`config.mk`:
```
export PLATFORM = sky130hd
export DESIGN_NAME = sdram_cmd_seq
export DESIGN_NICKNAME = d
export VERILOG_FILES = /design/src/rtl/sdseq_pkg.sv /design/src/rtl/sdseq_mode_word.sv /design/src/rtl/sdseq_gap_timer.sv /design/src/rtl/sdseq_page_track.sv /design/src/rtl/sdram_cmd_seq.sv
export SDC_FILE = /design/constraint.sdc
export NUM_CORES = 1
export LEC_CHECK = 0
export BUFFER_PORTS_ARGS = -buffer_cell sky130_fd_sc_hd__buf_2
export CORE_UTILIZATION = 40
export DETAILED_ROUTE_END_ITERATION = 8
export GPL_ROUTABILITY_DRIVEN = 0
export SKIP_CTS_REPAIR_TIMING = 1
export SYNTH_ARGS = -nofsm -noshare
export SYNTH_HDL_FRONTEND = slang
export SYNTH_HIERARCHICAL = 1
export SYNTH_SLANG_ARGS = --single-unit
export TNS_END_PERCENT = 30
```
`constraint.sdc`:
```
create_clock -name clk -period 2.3 [get_ports clk]
set_input_delay 0 -clock clk [delete_from_list [all_inputs] [get_ports clk]]
set_output_delay 0 -clock clk [all_outputs]
set_load 0.1 [all_outputs]
```
`src/rtl/sdseq_pkg.sv`:
```
package sdseq_pkg;
   typedef enum logic [3:0] {
      CMD_LMR = 4'b0000,
      CMD_REF = 4'b0001,
      CMD_PRE = 4'b0010,
      CMD_ACT = 4'b0011,
      CMD_WR  = 4'b0100,
      CMD_RD  = 4'b0101,
      CMD_NOP = 4'b0111
   } sd_cmd_e;

   typedef enum logic [2:0] {
      ST_COLD,
      ST_REFS,
      ST_LMR,
      ST_READY,
      ST_ACT,
      ST_COLUMN
   } seq_state_e;
endpackage

```
`src/rtl/sdseq_mode_word.sv`:
```
module sdseq_mode_word #(
   parameter int A_W = 13
) (
   input  logic [2:0]     cas_lat,
   output logic [A_W-1:0] word
);
   generate
      if (A_W > 7) begin : g_pad
         assign word = {{(A_W-7){1'b0}}, cas_lat, 1'b0, 3'b000};
      end else begin : g_narrow
         $error("sdseq_mode_word: address bus narrower than mode word");
         assign word = '0;
      end
   endgenerate
endmodule

```
`src/rtl/sdseq_gap_timer.sv`:
```
module sdseq_gap_timer #(
   parameter int CNT_W = 3
) (
   input  logic             clk,
   input  logic             rst_n,
   input  logic             load,
   input  logic [CNT_W-1:0] load_val,
   output logic             busy
);
   logic [CNT_W-1:0] cnt;

   assign busy = (cnt != '0);

   always_ff @(posedge clk or negedge rst_n) begin
      if (!rst_n)     cnt <= '0;
      else if (load)  cnt <= load_val;
      else if (busy)  cnt <= cnt - 1'b1;
   end

   // a new gap is only started once the previous one has run out
   p_load_when_idle_r3: assert property (@(posedge clk) disable iff (!rst_n)
      load |-> !busy);
endmodule

```
`src/rtl/sdseq_page_track.sv`:
```
module sdseq_page_track #(
   parameter int BA_W  = 2,
   parameter int ROW_W = 13
) (
   input  logic             clk,
   input  logic             rst_n,
   input  logic             act_fire,
   input  logic             pre_fire,
   input  logic [BA_W-1:0]  act_bank,
   input  logic [ROW_W-1:0] act_row,
   output logic             open_valid,
   output logic             hit
);
   logic [BA_W-1:0]  open_bank;
   logic [ROW_W-1:0] open_row;

   always_ff @(posedge clk or negedge rst_n) begin
      if (!rst_n) begin
         open_valid <= 1'b0;
         open_bank  <= '0;
         open_row   <= '0;
      end else if (pre_fire) begin
         open_valid <= 1'b0;
      end else if (act_fire) begin
         open_valid <= 1'b1;
         open_bank  <= act_bank;
         open_row   <= act_row;
      end
   end

   assign hit = open_valid && (open_bank == act_bank) && (open_row == act_row);

   // only one row may be open: activation needs everything closed
   p_single_open_r8: assert property (@(posedge clk) disable iff (!rst_n)
      act_fire |-> !open_valid);
   p_pre_act_exclusive_r8: assert property (@(posedge clk) disable iff (!rst_n)
      !(act_fire && pre_fire));
endmodule

```
`src/rtl/sdram_cmd_seq.sv`:
```
module sdram_cmd_seq
   import sdseq_pkg::*;
#(
   parameter int BA_W  = 2,
   parameter int ROW_W = 13,
   parameter int COL_W = 9,
   parameter int T_RP  = 2,
   parameter int T_RFC = 6,
   parameter int T_RCD = 2,
   parameter int N_REF = 8
) (
   input  logic                        clk,
   input  logic                        rst_n,
   input  logic                        cfg_pu_arm,
   input  logic                        cfg_pu_order,
   input  logic [2:0]                  cfg_cas_lat,
   input  logic                        req_valid,
   input  logic                        req_write,
   input  logic [BA_W+ROW_W+COL_W-1:0] req_addr,
   output logic                        req_ack,
   output logic                        init_done,
   output logic                        sd_cs_n,
   output logic                        sd_ras_n,
   output logic                        sd_cas_n,
   output logic                        sd_we_n,
   output logic [BA_W-1:0]             sd_ba,
   output logic [ROW_W-1:0]            sd_a
);
   localparam int A_W     = ROW_W;
   localparam int LMR_GAP = 2;
   localparam int G_A     = (T_RP > T_RFC) ? T_RP : T_RFC;
   localparam int G_B     = (G_A > T_RCD) ? G_A : T_RCD;
   localparam int MAXGAP  = (G_B > LMR_GAP) ? G_B : LMR_GAP;
   localparam int CNT_W   = $clog2(MAXGAP + 1);
   localparam int REF_W   = $clog2(N_REF + 1);

   generate
      if (COL_W > 10) begin : g_bad_col
         $error("sdram_cmd_seq: column must stay below address bit 10");
      end
      if (ROW_W < 11) begin : g_bad_row
         $error("sdram_cmd_seq: address bus needs bit 10");
      end
      if (N_REF < 1) begin : g_bad_ref
         $error("sdram_cmd_seq: at least one refresh required");
      end
   endgenerate

   // request fields
   logic [BA_W-1:0]  rq_bank;
   logic [ROW_W-1:0] rq_row;
   logic [COL_W-1:0] rq_col;
   assign {rq_bank, rq_row, rq_col} = req_addr;

   seq_state_e       state, nxt_state;
   sd_cmd_e          cmd_q, nxt_cmd;
   logic [BA_W-1:0]  ba_q, nxt_ba;
   logic [A_W-1:0]   a_q, nxt_a;
   logic             ack_q, nxt_ack;
   logic             pu_done, done_set;
   logic [REF_W-1:0] ref_cnt;
   logic             ref_inc, ref_clr;
   logic             t_load, t_busy;
   logic [CNT_W-1:0] t_val;
   logic             act_fire, pre_fire, open_valid, page_hit;
   logic [A_W-1:0]   mode_word;

   sdseq_mode_word #(.A_W(A_W)) u_mode (
      .cas_lat (cfg_cas_lat),
      .word    (mode_word)
   );

   sdseq_gap_timer #(.CNT_W(CNT_W)) u_gap (
      .clk      (clk),
      .rst_n    (rst_n),
      .load     (t_load),
      .load_val (t_val),
      .busy     (t_busy)
   );

   sdseq_page_track #(.BA_W(BA_W), .ROW_W(ROW_W)) u_page (
      .clk        (clk),
      .rst_n      (rst_n),
      .act_fire   (act_fire),
      .pre_fire   (pre_fire),
      .act_bank   (rq_bank),
      .act_row    (rq_row),
      .open_valid (open_valid),
      .hit        (page_hit)
   );

   always_comb begin
      nxt_state = state;
      nxt_cmd   = CMD_NOP;
      nxt_ba    = '0;
      nxt_a     = '0;
      nxt_ack   = 1'b0;
      t_load    = 1'b0;
      t_val     = '0;
      act_fire  = 1'b0;
      pre_fire  = 1'b0;
      ref_inc   = 1'b0;
      ref_clr   = 1'b0;
      done_set  = 1'b0;
      if (!t_busy) begin
         case (state)
            ST_COLD: if (cfg_pu_arm && req_valid) begin
               nxt_cmd   = CMD_PRE;
               nxt_a[10] = 1'b1;
               pre_fire  = 1'b1;
               t_load    = 1'b1;
               t_val     = CNT_W'(T_RP);
               ref_clr   = 1'b1;
               nxt_state = cfg_pu_order ? ST_LMR : ST_REFS;
            end
            ST_REFS: begin
               nxt_cmd = CMD_REF;
               t_load  = 1'b1;
               t_val   = CNT_W'(T_RFC);
               ref_inc = 1'b1;
               if (ref_cnt == REF_W'(N_REF - 1)) begin
                  nxt_state = cfg_pu_order ? ST_READY : ST_LMR;
                  done_set  = cfg_pu_order;
               end
            end
            ST_LMR: begin
               nxt_cmd   = CMD_LMR;
               nxt_a     = mode_word;
               t_load    = 1'b1;
               t_val     = CNT_W'(LMR_GAP);
               nxt_state = cfg_pu_order ? ST_REFS : ST_READY;
               done_set  = !cfg_pu_order;
            end
            ST_READY: if (req_valid) begin
               if (page_hit) begin
                  nxt_cmd = req_write ? CMD_WR : CMD_RD;
                  nxt_ba  = rq_bank;
                  nxt_a[COL_W-1:0] = rq_col;
                  nxt_ack = 1'b1;
                  t_load  = 1'b1;
                  t_val   = CNT_W'(1);
               end else if (open_valid) begin
                  nxt_cmd   = CMD_PRE;
                  nxt_a[10] = 1'b1;
                  pre_fire  = 1'b1;
                  t_load    = 1'b1;
                  t_val     = CNT_W'(T_RP);
                  nxt_state = ST_ACT;
               end else begin
                  nxt_cmd   = CMD_ACT;
                  nxt_ba    = rq_bank;
                  nxt_a     = rq_row;
                  act_fire  = 1'b1;
                  t_load    = 1'b1;
                  t_val     = CNT_W'(T_RCD);
                  nxt_state = ST_COLUMN;
               end
            end
            ST_ACT: begin
               nxt_cmd   = CMD_ACT;
               nxt_ba    = rq_bank;
               nxt_a     = rq_row;
               act_fire  = 1'b1;
               t_load    = 1'b1;
               t_val     = CNT_W'(T_RCD);
               nxt_state = ST_COLUMN;
            end
            ST_COLUMN: begin
               nxt_cmd = req_write ? CMD_WR : CMD_RD;
               nxt_ba  = rq_bank;
               nxt_a[COL_W-1:0] = rq_col;
               nxt_ack = 1'b1;
               t_load  = 1'b1;
               t_val   = CNT_W'(1);
               nxt_state = ST_READY;
            end
            default: nxt_state = ST_COLD;
         endcase
      end
   end

   always_ff @(posedge clk or negedge rst_n) begin
      if (!rst_n) begin
         state   <= ST_COLD;
         cmd_q   <= CMD_NOP;
         ba_q    <= '0;
         a_q     <= '0;
         ack_q   <= 1'b0;
         pu_done <= 1'b0;
         ref_cnt <= '0;
      end else begin
         state   <= nxt_state;
         cmd_q   <= nxt_cmd;
         ba_q    <= nxt_ba;
         a_q     <= nxt_a;
         ack_q   <= nxt_ack;
         if (done_set) pu_done <= 1'b1;
         if (ref_clr)      ref_cnt <= '0;
         else if (ref_inc) ref_cnt <= ref_cnt + 1'b1;
      end
   end

   assign {sd_cs_n, sd_ras_n, sd_cas_n, sd_we_n} = cmd_q;
   assign sd_ba     = ba_q;
   assign sd_a      = a_q;
   assign req_ack   = ack_q;
   assign init_done = pu_done;

   // acknowledge only travels with a column command
   p_ack_with_column_r7: assert property (@(posedge clk) disable iff (!rst_n)
      req_ack |-> (cmd_q == CMD_RD || cmd_q == CMD_WR));
   p_column_a10_low_r7: assert property (@(posedge clk) disable iff (!rst_n)
      (cmd_q == CMD_RD || cmd_q == CMD_WR) |-> !a_q[10]);
   p_ack_after_init_r10: assert property (@(posedge clk) disable iff (!rst_n)
      req_ack |-> init_done);
   p_done_sticky_r10: assert property (@(posedge clk) disable iff (!rst_n)
      $past(init_done) |-> init_done);
   p_mode_word_r5: assert property (@(posedge clk) disable iff (!rst_n)
      (cmd_q == CMD_LMR) |-> (a_q[3:0] == 4'b0 && (a_q >> 7) == '0 && ba_q == '0));
   p_lmr_quiet1_r6: assert property (@(posedge clk) disable iff (!rst_n)
      ($past(cmd_q) == CMD_LMR) |-> (cmd_q == CMD_NOP));
   p_lmr_quiet2_r6: assert property (@(posedge clk) disable iff (!rst_n)
      ($past(cmd_q, 2) == CMD_LMR) |-> (cmd_q == CMD_NOP));
   p_cold_quiet_r2: assert property (@(posedge clk) disable iff (!rst_n)
      (!init_done && !$past(cfg_pu_arm) && $past(state) == ST_COLD) |-> (cmd_q == CMD_NOP));
endmodule

```
==> results of run 1 <==
[cells in the final DEF (no fill, tap or decap), types with 4 or more instances in the layout]
cell type	count
buf_2	52
dfrtp_1	43
buf_4	18
nand2_1	16
xnor2_1	15
nor2_1	13
a22oi_1	12
conb_1	11
and2_1	10
mux2_4	10
mux2i_1	9
dlygate4sd3_1	9
a21oi_1	8
inv_1	8
nor2b_1	7
o21ai_0	7
o221ai_1	7
mux2_2	7
clkbuf_8	6
nor3_1	5
a22o_1	4
a21o_1	4
nand4_1	4
[stage by stage]
stage                     area, sq um  utilization  setup TNS (ps)  worst slack (ps)  power, uW
final                            3377       0.4971               0             176.0       3852
after global routing             3377       0.4971          -1.286            -1.286       4129
after CTS                        3244       0.4775          -102.0            -28.73       3841
after detailed placement         3153       0.4641          -27.58            -15.00       3313
after global placement           3153       0.4641               0             90.49       3266
after floorplan                  2844            -               0             6.549       2861
[flip-flops by register name, summed over array words and instances, names as in the netlist]
signal and count:
ref_cnt 4, init_done 1, sd_ba 2, u_page/open_bank 2, cmd_q 3, u_gap/cnt 3, u_page/open_valid 1, req_ack 1
sd_a 13, state 3, u_page/open_row 13
[worst max-delay path by stage]
| stage | start | end | cells after the start |
|---|---|---|---|
| finish | u_page/open_row[5] | u_page/open_row[9] | 8 |
| global route | u_page/open_bank[1] | u_gap/cnt[0] | 9 |
| CTS | u_page/open_row[3] | u_page/open_row[9] | 8 |
| detailed placement | u_page/open_row[3] | u_page/open_row[9] | 8 |
| global placement | u_page/open_row[3] | u_page/open_row[6] | 8 |
| floorplan | u_page/open_row[1] | u_page/open_bank[0] | 10 |
[report_power, final]
| part | total, uW | internal, uW | switching (uW) |
|---|---|---|---|
| Sequential | 1280 | 1090 | 194 |
| Clock | 519 | 243 | 276 |
| Combinational | 2050 | 881 | 1170 |
| Total | 3850 | 2210 | 1640 |
[final cells by class]
cell class                      instances  area share
Clock inverter                          1    0.001482
Sequential cell                        46      0.3420
Timing Repair Buffer                   79      0.1438
Clock buffer                            7     0.02557
Multi-Input combinational cell        196      0.4416
Tap cell                               96     0.03557
Inverter                                9     0.01000
[metal layers]
| layer | vias up | routed length [microns] |
|---|---|---|
| li1 | 1071 | - |
| met1 | 1044 | 3063 |
| met2 | 49 | 2848 |
| met3 | 10 | 245 |
| met4 | 0 | 136 |
| met5 | - | 0 |
[critical path, cell delays in order, from the launching register on]
cell      delay, ps
dfrtp_1         410
xnor2_1         160
nand4_1         160
nor4_2          270
nand2b_4        190
o32ai_2          80
nor2b_2         220
nand2b_4        160
mux2_2          360
[kinds of logic after synthesis]
group,count (synthesis),synth area share
AOI/OAI and AO/OA,58,0.1544
xor gates and xnor gates,17,0.05310
adders and majority gates,3,0.01339
other,2,0.002678
and+or+nand+nor,80,0.1678
muxes,26,0.1138
DFF,46,0.4119
buffers and inverters,37,0.08299
==> results.md, run 1 <==
* Pleak at 0.001592 uW
* Main synth FF type: dfrtp_1
* WHS Endpoint: u_page/open_row[10]
* Power Density at 1141 nW/um^2
* WP data arrival at 2320 ps
* Post-synth EDFFs at 0
* Antenna cells at 0
* WHS Path Cells at 2
* Final Hold Fails at 1
* Met3 Use GR at 0.03850
* Dpl cells at 415
* Clock Latency Late Sink at 300 ps
* Avg Cell Area, Syn at 10.42 sq um
* Number of buffers created by CTS at 5
* Slew Limit Fails at 0
* Max_cap viols at 0
* Post-Synthesis Cells at 269
* FF-to-FF path depth at 8
* Overflow after GRT at 0
* Core area at 6794 sq um
* Period utilization at 0.9235
* Final non-filler cell total at 434
* Worst path required time at 2490 ps
* Worst setup SP type: flop
* Async set-reset flop share out of synthesis at 1.000
* Global-route wire length before repair at 10,220 microns
* Ports at 54
* # setup viols final at 0
* Die Ht at 85.73 microns
* Mapped Area at 2804 sq um
* Die Wd at 85.73 microns
* Worst-path clk slew at 90 ps
* FF/Latch Area at 1155 sq um
* Vias in the first global route at 1,995
* Core Rows at 30
* Most area-consuming cells after synthesis: dfrtp_1, mux2_4, xnor2_1
* Overall die area at 7349 sq um
* Cell taking the most area after synthesis: dfrtp_1
* Most instantiated cells after synthesis: dfrtp_1, buf_4, nand2_1, xnor2_1, nor2_1
* Hold_sp: req_addr[19]
* Share of the synthesized area in the top cell type at 0.3838
* Post-DP HPWL at 4540 microns
* Max Fclk at 0.4708 GHz
* CTS Sinks at 46
* Clock buffer depth at 2
* GRT Util Overall at 0.1815
* DR DRC count at 0
* Least-Margin Pin Slew at 584.9 ps
* Reg2reg end: u_page/open_row[9]
* Root Driver: clkbuf_8
* Multi-input logic area at 1491 sq um
* CP endpoint kind: flop
* WS Path Type: flop to flop
* Largest net degree at the start of global routing at 47
* Via density at 5.009
* Global route hottest layer: met2
* Max FO, Critical Path at 8
* Initial antenna violation count at 0
* Starting Density at 0.4127
* Normalized max-slew margin at 0.6091
* Sequential area share after synthesis at 0.4119
* Failing checks: negative hold slack
* I/O Buffers at 52
* Avg WL per Cell at 14.50 microns
* TritonCTS clock tree: done
* Via count at 2,174
* Synthesis-to-finish area growth at 20.44%
* Min cycle time layout at 2124 ps
* Distinct cells, synth at 53
* HP Class: primary input to flop
* WL final at 6294 microns
* Worst hold margin at -4.539 ps
* Grt met1 use at 0.2526
* Fillcell total at 627
* Worst VDD drop at 603.2 uV
* Most common cell in the netlist: dfrtp_1
* CTS H-tree lvls at 2
* Share of cells above drive strength 1 at 0.3343
* Detailed Route Iter0 Violations at 96
* Met2 usage at 0.2807
* Status: finished, violations left
* Final net count at 373
* Antenna Nets Post-Route at 0
* RR Startpoint: u_page/open_row[5]
* Synth warn at 6
* Seq cells post-synth at 46
* Clk_skew at 5.747 ps
* Worst R2R Setup Slack at 180 ps
* Drt pass-1 iters at 6
(Power assumes the default switching activity.)
==> run 2: changes to the inputs <==
Settings changed: PLACE_DENSITY set to 0.7.
==> run 2 against run 1 <==
  * The run now ends clean
  * Non-clock buffer count unchanged
  * Sequential power hardly changed
  * Register-to-register slack lost 60 ps
  * Sequential share of layout area is 0.40 points lower
  * Utilization rose by 0.59 points
  * Flip-flop and latch count did not move
  * Wire length is 1.2% higher
  * First-iteration DRC count increased by 39%
  * Worst setup slack worse by 64 ps
  * Total power up 5.6%
  * Via count down 0.37%
  * Largest power group unchanged
==> results.md, run 2 (same netlist as run 1, synthesis figures left out) <==
* Number of buffers created by CTS at 5 (unchanged)
* Min cycle time layout at 2188 ps (was 2124 ps)
* Commonest cells after routing, fill and taps aside: buf_2, dfrtp_1, nand2_1, xnor2_1, buf_4 (was buf_2, dfrtp_1, buf_4)
* Worst hold margin at 6.525 ps (was -4.539 ps)
* Normalized max-slew margin at 0.3192 (was 0.6091)
* Die Ht at 85.73 microns (unchanged)
* HP Class: primary input to flop (unchanged)
* Worst path required time at 2490 ps (about the same)
* CP endpoint kind: flop (unchanged)
* Antenna cells at 0 (unchanged)
* Reg2reg end: u_page/open_row[3] (was u_page/open_row[9])
* Dpl ws at 63.02 ps (was -15.00 ps)
* Fin util at 0.5029 (was 0.4971)
* Starting Density at 0.4127 (unchanged)
* Largest net degree at the start of global routing at 47 (unchanged)
* TritonCTS clock tree: done (unchanged)
* Antenna Nets Post-Route at 0 (unchanged)
* CTS Sinks at 46 (unchanged)
* Die Wd at 85.73 microns (unchanged)
* Share of cells above drive strength 1 at 0.3195 (was 0.3343)
* Max Fclk at 0.4571 GHz (was 0.4708 GHz)
* Max FO, Critical Path at 8 (unchanged)
* Final Hold Fails at 0 (was 1)
* Synthesis-to-finish area growth at 21.87% (was 20.44%)
* CP Launch Point: u_page/open_row[3] (was u_page/open_row[5])
* Final net count at 373 (unchanged)
* FF-to-FF path depth at 8 (unchanged)
* Vias in the first global route at 1,940 (was 1,995)
* Least-Margin Pin Slew at 1021 ps (was 584.9 ps)
* Worst-path clk slew at 90 ps (about the same)
* Via count at 2,166 (was 2,174)
* WL final at 6372 microns (was 6294 microns)
* Global-route wire length before repair at 9873 microns (was 10,220 microns)
* Slew Limit Fails at 0 (unchanged)
* Most common cell after layout, fill and taps aside: buf_2 (unchanged)
* Clk_skew at 6.696 ps (was 5.747 ps)
* # setup viols final at 0 (unchanged)
* Crit path to: u_page/open_row[3] (was u_page/open_row[9])
* Worst R2R Setup Slack at 110 ps (was 180 ps)
* Detailed Route Iter0 Violations at 133 (was 96)
* Clock buffer depth at 2 (unchanged)
* Worst VDD drop at 363.3 uV (was 603.2 uV)
* CTS H-tree lvls at 2 (unchanged)
* Overflow after GRT at 0 (unchanged)
* Core area at 6794 sq um (unchanged)
* Via density at 4.991 (was 5.009)
* Ports at 54 (unchanged)
* RR Startpoint: u_page/open_row[3] (was u_page/open_row[5])
* Pleak at 0.001606 uW (was 0.001592 uW)
* Post-DP HPWL at 4486 microns (was 4540 microns)
* Initial antenna violation count at 0 (unchanged)
* Period utilization at 0.9513 (was 0.9235)
* Worst setup SP type: flop (unchanged)
* Power Density at 1191 nW/um^2 (was 1141 nW/um^2)
* WS Path Type: flop to flop (unchanged)
* Root Driver: clkbuf_8 (unchanged)
* Max_cap viols at 0 (unchanged)
* Fillcell total at 612 (was 627)
* Overall die area at 7349 sq um (unchanged)
* Overall power at 4069 uW (was 3852 uW)
* Status: completed (was finished, violations left)
* Multi-input logic area at 1473 sq um (was 1491 sq um)
* Drt pass-1 iters at 4 (was 6)
* DR DRC count at 0 (unchanged)
* Avg WL per Cell at 14.68 microns (was 14.50 microns)
* I/O Buffers at 52 (unchanged)
* Core Rows at 30 (unchanged)
* Unrepaired setup endpoints after global routing: true
* Clock Latency Late Sink at 310 ps (was 300 ps)
* Setup TNS at 0 ps (unchanged)
* GRT Util Overall at 0.1722 (was 0.1815)
* WP data arrival at 2380 ps (was 2320 ps)
* FF/Latch Area at 1155 sq um (unchanged)
* Final worst setup slack at 112.1 ps (was 176.0 ps)
## run 2: critical path, cell delays in order, from the launching register on
cell	delay, ps
dfrtp_1	400
xnor2_1	160
nand4_1	150
nor4_2	320
nand2b_1	200
nor3_1	70
a21o_1	230
nand2b_4	230
mux2_4	330
## run 2: metal layers
layer  GRT usage  vias up  share of wire
li1            -     1071              -
met1      0.2456     1032           0.49
met2      0.2640       56           0.47
met3     0.03369        7          0.035
met4     0.05455        0          0.013
met5           0        -              0
## run 2: final cells by class
type,instances,share of cell area
repair buffers,79,0.1443
flip-flops and latches,46,0.3380
inverters,9,0.009886
clock buffers,6,0.02417
well taps,96,0.03515
multi-input cells,196,0.4310
clock inverters,2,0.01758
## run 2: worst min path at each step
stage,start,endpoint,slack [ps],cells past startpoint
after detailed placement,rst_n,sd_a[10],240,1
after CTS,rst_n,u_page/open_row[9],-100,1
final,req_addr[11],u_page/open_row[2],7,2
after global placement,rst_n,sd_a[10],230,1
after floorplan,rst_n,init_done,-300,0
after global routing,req_addr[13],u_page/open_row[4],3,2
## run 2: power by group
group          total [uW]  switching [uW]  internal (uW)
Sequential           1270             182           1090
Clock                 753             290            464
Combinational        2040            1180            868
Total                4070            1650           2420
## run 2: through the flow
| stage | instances | area, sq um |
|---|---|---|
| 2_1_floorplan | 278 | 2844 |
| 6_report | 434 | 3417 |
| 3_3_place_gp | 413 | 3138 |
| 5_1_grt | 434 | 3417 |
| 3_5_place_dp | 413 | 3138 |
| 4_1_cts | 421 | 3281 |
